### src/rtl/refresh_sched_pkg.sv
package refresh_sched_pkg;

  typedef enum logic [1:0] {
    PH_IDLE   = 2'd0,
    PH_LEAD   = 2'd1,
    PH_ACTIVE = 2'd2,
    PH_PRE    = 2'd3
  } phase_e;

  // control -> datapath
  typedef struct packed {
    logic startWork;
    logic finishWork;
    logic loadLead;
    logic loadActive;
    logic loadPre;
    logic rowDrive;
  } ctrl_strobe_t;

  // datapath -> control
  typedef struct packed {
    logic haveWork;
    logic timerZero;
    logic casWindow;
  } dp_status_t;

endpackage

### src/rtl/refresh_sched_dp.sv
module refresh_sched_dp
  import refresh_sched_pkg::*;
#(
  parameter int PAUSE_CYC      = 20000,
  parameter int INTERVAL_CYC   = 1560,
  parameter int INIT_REFRESHES = 8,
  parameter int MAX_PENDING    = 8,
  parameter int ROW_BITS       = 10,
  parameter int SETUP_CYC      = 2,
  parameter int RAS_CYC        = 5,
  parameter int CHR_CYC        = 2,
  parameter int RP_CYC         = 3,
  parameter bit RAS_ONLY       = 1'b1
) (
  input  logic                clk,
  input  logic                rstN,
  input  ctrl_strobe_t        strobe,
  output dp_status_t          status,
  output logic                initDone,
  output logic                urgent,
  output logic [ROW_BITS-1:0] rowAddr
);

  localparam int PAUSE_W = $clog2(PAUSE_CYC + 1);
  localparam int INT_W   = $clog2(INTERVAL_CYC + 1);
  localparam int PEND_W  = $clog2(MAX_PENDING + 1);
  localparam int INIT_W  = $clog2(INIT_REFRESHES + 1);
  localparam int TMAX_A  = (SETUP_CYC > RAS_CYC) ? SETUP_CYC : RAS_CYC;
  localparam int TMAX    = (TMAX_A > RP_CYC) ? TMAX_A : RP_CYC;
  localparam int TIMER_W = $clog2(TMAX + 1);

  logic [PAUSE_W-1:0]  pauseCnt;
  logic                pauseDone;
  logic [INIT_W-1:0]   initCnt;
  logic                initDoneQ;
  logic [INT_W-1:0]    intervalCnt;
  logic                tick;
  logic [PEND_W-1:0]   pendCnt;
  logic                pendFull;
  logic                pendInc;
  logic                pendDec;
  logic [ROW_BITS-1:0] rowCnt;
  logic [TIMER_W-1:0]  phaseTimer;

  // power-up pause
  always_ff @(posedge clk) begin
    if (!rstN) begin
      pauseCnt  <= '0;
      pauseDone <= 1'b0;
    end else if (!pauseDone) begin
      if (pauseCnt == PAUSE_W'(PAUSE_CYC - 1)) pauseDone <= 1'b1;
      else                                     pauseCnt  <= pauseCnt + 1'b1;
    end
  end

  // init refresh count
  always_ff @(posedge clk) begin
    if (!rstN) begin
      initCnt   <= '0;
      initDoneQ <= 1'b0;
    end else if (strobe.finishWork && !initDoneQ) begin
      initCnt <= initCnt + 1'b1;
      if (initCnt == INIT_W'(INIT_REFRESHES - 1)) initDoneQ <= 1'b1;
    end
  end

  // refresh interval ticker
  assign tick = initDoneQ && (intervalCnt == INT_W'(INTERVAL_CYC - 1));

  always_ff @(posedge clk) begin
    if (!rstN)          intervalCnt <= '0;
    else if (initDoneQ) intervalCnt <= tick ? '0 : intervalCnt + 1'b1;
  end

  // backlog of owed refreshes, saturating
  assign pendFull = (pendCnt == PEND_W'(MAX_PENDING));
  assign pendDec  = strobe.startWork && initDoneQ;
  assign pendInc  = tick && (!pendFull || pendDec);

  always_ff @(posedge clk) begin
    if (!rstN) pendCnt <= '0;
    else begin
      unique case ({pendInc, pendDec})
        2'b10:   pendCnt <= pendCnt + 1'b1;
        2'b01:   pendCnt <= pendCnt - 1'b1;
        default: pendCnt <= pendCnt;
      endcase
    end
  end

  // row counter for row-only refresh
  always_ff @(posedge clk) begin
    if (!rstN)                 rowCnt <= '0;
    else if (strobe.finishWork) rowCnt <= rowCnt + 1'b1;
  end

  // shared phase timer
  always_ff @(posedge clk) begin
    if (!rstN)                  phaseTimer <= '0;
    else if (strobe.loadLead)   phaseTimer <= TIMER_W'(SETUP_CYC - 1);
    else if (strobe.loadActive) phaseTimer <= TIMER_W'(RAS_CYC - 1);
    else if (strobe.loadPre)    phaseTimer <= TIMER_W'(RP_CYC - 1);
    else if (phaseTimer != '0)  phaseTimer <= phaseTimer - 1'b1;
  end

  assign status.haveWork  = initDoneQ ? (pendCnt != '0) : pauseDone;
  assign status.timerZero = (phaseTimer == '0);
  assign status.casWindow = (phaseTimer >= TIMER_W'(RAS_CYC - CHR_CYC));

  assign initDone = initDoneQ;
  assign urgent   = pendFull;
  assign rowAddr  = ((RAS_ONLY != 1'b0) && strobe.rowDrive) ? rowCnt : '0;

  AST_PEND_LIMIT: assert property (@(posedge clk) disable iff (!rstN)
    pendCnt <= PEND_W'(MAX_PENDING));
  AST_URGENT_AFTER_INIT: assert property (@(posedge clk) disable iff (!rstN)
    urgent |-> initDoneQ);
  AST_INIT_STICKY: assert property (@(posedge clk) disable iff (!rstN)
    initDoneQ |=> initDoneQ);
  AST_QUIET_PAUSE: assert property (@(posedge clk) disable iff (!rstN)
    !pauseDone |-> !strobe.startWork);
  AST_ROW_HELD: assert property (@(posedge clk) disable iff (!rstN)
    (strobe.rowDrive && $past(strobe.rowDrive)) |-> $stable(rowCnt));

endmodule

### src/rtl/refresh_sched_ctl.sv
module refresh_sched_ctl
  import refresh_sched_pkg::*;
#(
  parameter bit RAS_ONLY = 1'b1
) (
  input  logic         clk,
  input  logic         rstN,
  input  logic         busGrant,
  input  dp_status_t   status,
  output ctrl_strobe_t strobe,
  output logic         busReq,
  output logic         rasLow,
  output logic         casLow
);

  phase_e stateQ;
  phase_e stateD;

  always_comb begin
    stateD = stateQ;
    strobe = '0;
    unique case (stateQ)
      PH_IDLE: begin
        if (status.haveWork && busGrant) begin
          stateD           = PH_LEAD;
          strobe.startWork = 1'b1;
          strobe.loadLead  = 1'b1;
        end
      end
      PH_LEAD: begin
        if (status.timerZero) begin
          stateD            = PH_ACTIVE;
          strobe.loadActive = 1'b1;
        end
      end
      PH_ACTIVE: begin
        if (status.timerZero) begin
          stateD         = PH_PRE;
          strobe.loadPre = 1'b1;
        end
      end
      PH_PRE: begin
        if (status.timerZero) begin
          stateD            = PH_IDLE;
          strobe.finishWork = 1'b1;
        end
      end
      default: stateD = PH_IDLE;
    endcase
    strobe.rowDrive = (stateQ == PH_LEAD) || (stateQ == PH_ACTIVE);
  end

  always_ff @(posedge clk) begin
    if (!rstN) stateQ <= PH_IDLE;
    else       stateQ <= stateD;
  end

  assign busReq = status.haveWork || (stateQ != PH_IDLE);
  assign rasLow = (stateQ == PH_ACTIVE);
  assign casLow = (RAS_ONLY == 1'b0) &&
                  ((stateQ == PH_LEAD) || ((stateQ == PH_ACTIVE) && status.casWindow));

  AST_START_GRANTED: assert property (@(posedge clk) disable iff (!rstN)
    ((stateQ == PH_LEAD) && ($past(stateQ) == PH_IDLE)) |-> $past(busGrant));
  AST_CAS_BEFORE_RAS: assert property (@(posedge clk) disable iff (!rstN)
    ((RAS_ONLY == 1'b0) && rasLow && !$past(rasLow)) |-> (casLow && $past(casLow)));

endmodule

### src/rtl/refresh_sched.sv
module refresh_sched
  import refresh_sched_pkg::*;
#(
  parameter int PAUSE_CYC      = 20000,
  parameter int INTERVAL_CYC   = 1560,
  parameter int INIT_REFRESHES = 8,
  parameter int MAX_PENDING    = 8,
  parameter int ROW_BITS       = 10,
  parameter int SETUP_CYC      = 2,
  parameter int RAS_CYC        = 5,
  parameter int CHR_CYC        = 2,
  parameter int RP_CYC         = 3,
  parameter bit RAS_ONLY       = 1'b1
) (
  input  logic                clk,
  input  logic                rstN,
  input  logic                busGrant,
  output logic                busReq,
  output logic                urgent,
  output logic                initDone,
  output logic                rasN,
  output logic                casN,
  output logic [ROW_BITS-1:0] rowAddr
);

  ctrl_strobe_t strobe;
  dp_status_t   status;
  logic         rasLow;
  logic         casLow;

  refresh_sched_ctl #(
    .RAS_ONLY(RAS_ONLY)
  ) uCtl (
    .clk(clk), .rstN(rstN), .busGrant(busGrant), .status(status),
    .strobe(strobe), .busReq(busReq), .rasLow(rasLow), .casLow(casLow)
  );

  refresh_sched_dp #(
    .PAUSE_CYC(PAUSE_CYC), .INTERVAL_CYC(INTERVAL_CYC),
    .INIT_REFRESHES(INIT_REFRESHES), .MAX_PENDING(MAX_PENDING),
    .ROW_BITS(ROW_BITS), .SETUP_CYC(SETUP_CYC), .RAS_CYC(RAS_CYC),
    .CHR_CYC(CHR_CYC), .RP_CYC(RP_CYC), .RAS_ONLY(RAS_ONLY)
  ) uDp (
    .clk(clk), .rstN(rstN), .strobe(strobe), .status(status),
    .initDone(initDone), .urgent(urgent), .rowAddr(rowAddr)
  );

  assign rasN = ~rasLow;
  assign casN = ~casLow;

endmodule

### config.mk
export PLATFORM = sky130hd
export DESIGN_NAME = refresh_sched
export DESIGN_NICKNAME = d
export VERILOG_FILES = /design/src/rtl/refresh_sched_pkg.sv /design/src/rtl/refresh_sched_dp.sv /design/src/rtl/refresh_sched_ctl.sv /design/src/rtl/refresh_sched.sv
export SDC_FILE = /design/constraint.sdc
export NUM_CORES = 1
export LEC_CHECK = 0
export ABC_AREA = 1
export CORE_MARGIN = 10
export CORE_UTILIZATION = 25
export DETAILED_ROUTE_END_ITERATION = 16
export DONT_BUFFER_PORTS = 1
export PLACE_DENSITY = 0.41
export SYNTH_ARGS = -nofsm -noshare
export SYNTH_HDL_FRONTEND = slang
export SYNTH_HIERARCHICAL = 1
export SYNTH_SLANG_ARGS = --single-unit
### constraint.sdc
create_clock -name clk -period 2.6 [get_ports clk]
set_input_delay 0.52 -clock clk [delete_from_list [all_inputs] [get_ports clk]]
set_output_delay 0.52 -clock clk [all_outputs]
set_load 0.05 [all_outputs]
==> impl_metrics.tcl <==
set metrics [dict create \
    outcome "complete, no violations" \
    crit_top_cell "inv_1" \
    swShare_pct 33.8 \
    slowest_delay_ns 0.53 \
    critPathMaxFanout 11 \
    start_kind "flop" \
    ys_warn_count 6 \
    critPathKind "flop to primary output" \
    overflow 0 \
    syn_area_sq_mm 0.00280 \
    cp_cell_sequence "inv_1, ha_1, nand2_1, inv_1" \
    p_switching_mw 0.616 \
    end_kind "primary output" \
    cts.sinks 51 \
    required_ns 2.08 \
    hold_class "input port to flop" \
    cp_num_buf_inv 2 \
    max_clock_freq_mhz 431 \
    fin_skew_ns 0.00859 \
    met2_length_um 2860 \
    wl_met3_um 173 \
    die_w_um 126 \
    syn_inst 420 \
    via_per_inst 4.33 \
    final_antenna_net_count 0 \
    max_cap_violations 0 \
    grt_max_degree 27 \
    wl_per_cell_um 11.1 \
    clk_latency_ns 0.31 \
    place_area_sq_mm 0.00296 \
    drive_gt1_share_pct 7.33 \
    power_frac_comb_pct 24.4 \
    first_iter_violations 143 \
    critPathSlowestCell "ha_1" \
    cts_setup_buffers 0 \
    avgSynthCellArea_sq_um 6.67 \
    wl_met1_um 3150 \
    grt_use_total_pct 8.09 \
    slew_violations 0 \
    critPathArrivalTime_ns 1.80 \
    cts.path.max_buffers 2 \
    hold_viol_final 0 \
    grt_pass1_wl_um 10900 \
    numCtsBuffers 5 \
    routed-via-count 2437 \
    port_buffers 0 \
    tns_ns 0 \
    cts_root_buf "clkbuf_8" \
    boundaryPins 18 \
    ir_worst_vdd_uv 194 \
    finalSetupViolations 0 \
    antenna_found_initial 0 \
    die_y_um 126 \
    die-area_sq_mm 0.0158 \
    ctsHtreeMaxLevel 2 \
    gp_congestion 0.807 \
    tightest_slew_ns 0.660 \
    nets 437 \
    clk_pin_slew_worst_paths_ns 0.10 \
    synth_nets 435 \
    first_pass_iters 4 \
    cts_tree "done" \
    power_mw 1.82 \
    p_int_mw 1.21 \
    p_per_area_mw_per_mm2 594 \
    core.rowCount 38 \
    antenna_cells 0 \
    fin_area_sq_mm 0.00307 \
    seqPwrFrac_pct 46.9 \
    p_clk_share_pct 28.8 \
    power.leakage_nw 1.24 \
    core_area_sq_mm 0.0109 \
    area_growth_pct 9.65 \
    relSlewSlack_pct 55.7 \
    dp_hpwl_um 4650 \
    routed_wl_um 6250 \
    highest_layer "met4" \
    worst_path_dominant_cell_family "adder cells" \
    min_period_over_period_pct 89.3 \
    rsz0062_at_grt "no" \
    initial_core_util_pct 25.7 \
    grt_pass1_vias 2350 \
    drc 0 \
    period_needed_ns 2.32 \
]
==> registers in the layout, indices dropped and copies added (netlist names) <==
signal,count
uDp/pendCnt,4
uDp/initCnt,4
uDp/rowCnt,10
uCtl/stateQ,2
uDp/intervalCnt,11
uDp/initDone,1
uDp/phaseTimer,3
uDp/pauseCnt,15
uDp/pauseDone,1
==> worst register-to-register path, delay by kind of cell (launching register included) <==
family | cells | cell delay, ns
adder cells (fa/ha/maj) | 1 | 0.17
flip-flops | 1 | 0.41
XOR/XNOR | 1 | 0.16
AND/OR/NAND/NOR | 8 | 0.76
buffers and inverters | 4 | 0.29
AO/OA/AOI/OAI | 2 | 0.28
==> cell type report <==
type	count	area [sq um]
Clock buffer	7	96.3
Clock inverter	1	7.51
Fill cell	1204	7820
Inverter	75	282
Multi-Input combinational cell	285	1460
Sequential cell	51	1020
Tap cell	140	175
Timing Repair Buffer	4	30.0
==> cells in the final DEF, fill, tap and decap left out, types with 10 or more instances in the layout <==
cell type and n:
xor2_1 10, o21ai_0 17, nand3_1 18, inv_1 69, ha_1 12, nor2_1 51
nor3_1 11, nand2_1 96, dfxtp_1 50, a21oi_1 27
==> power by group through the flow <==
stage	registers [mW]	logic (mW)	clock network, mW
2_1_floorplan	0.864	0.380	0
3_3_place_gp	0.871	0.448	0
3_5_place_dp	0.871	0.446	0
4_1_cts	0.853	0.447	0.565
5_1_grt	0.861	0.510	0.592
6_report	0.854	0.444	0.524
==> repair_timing <==
action                     CTS  global route
gates resized for setup      0             1
hold endpoints to repair     0             0
hold buffers                 0             0
setup endpoints to repair    0             2
==> final timing paths <==
check / cells past startpoint / to / slack, ns / from
setup reg to reg: 16 / uDp/pendCnt[2] / 0.48 / uDp/pendCnt[0]
hold / removal: 2 / uDp/pauseCnt[2] / 0.32 / rstN
setup / recovery: 4 / rowAddr[3] / 0.28 / uCtl/stateQ[1]
hold reg to reg: 1 / uDp/initCnt[3] / 0.45 / uDp/initCnt[3]
==> metal layers <==
metal	track usage [%]	vias up
met2	13.4	21
met5	0	-
met3	2.18	8
met4	2.41	0
li1	-	1320
met1	10.0	1088
==> per-stage QoR <==
stage / util (%) / hold slack [ns] / setup slack [ns] / cells
finish: 28.2 / 0.317 / 0.277 / 563
global route: 28.2 / 0.297 / 0.0849 / 563
CTS: 28.2 / 0.291 / 0.208 / 563
detailed placement: 27.2 / 0.439 / 0.365 / 555
global placement: 27.2 / 0.431 / 0.428 / 555
floorplan: - / 0.423 / 0.271 / 420
No activity file was read; power rests on OpenSTA's default activity.
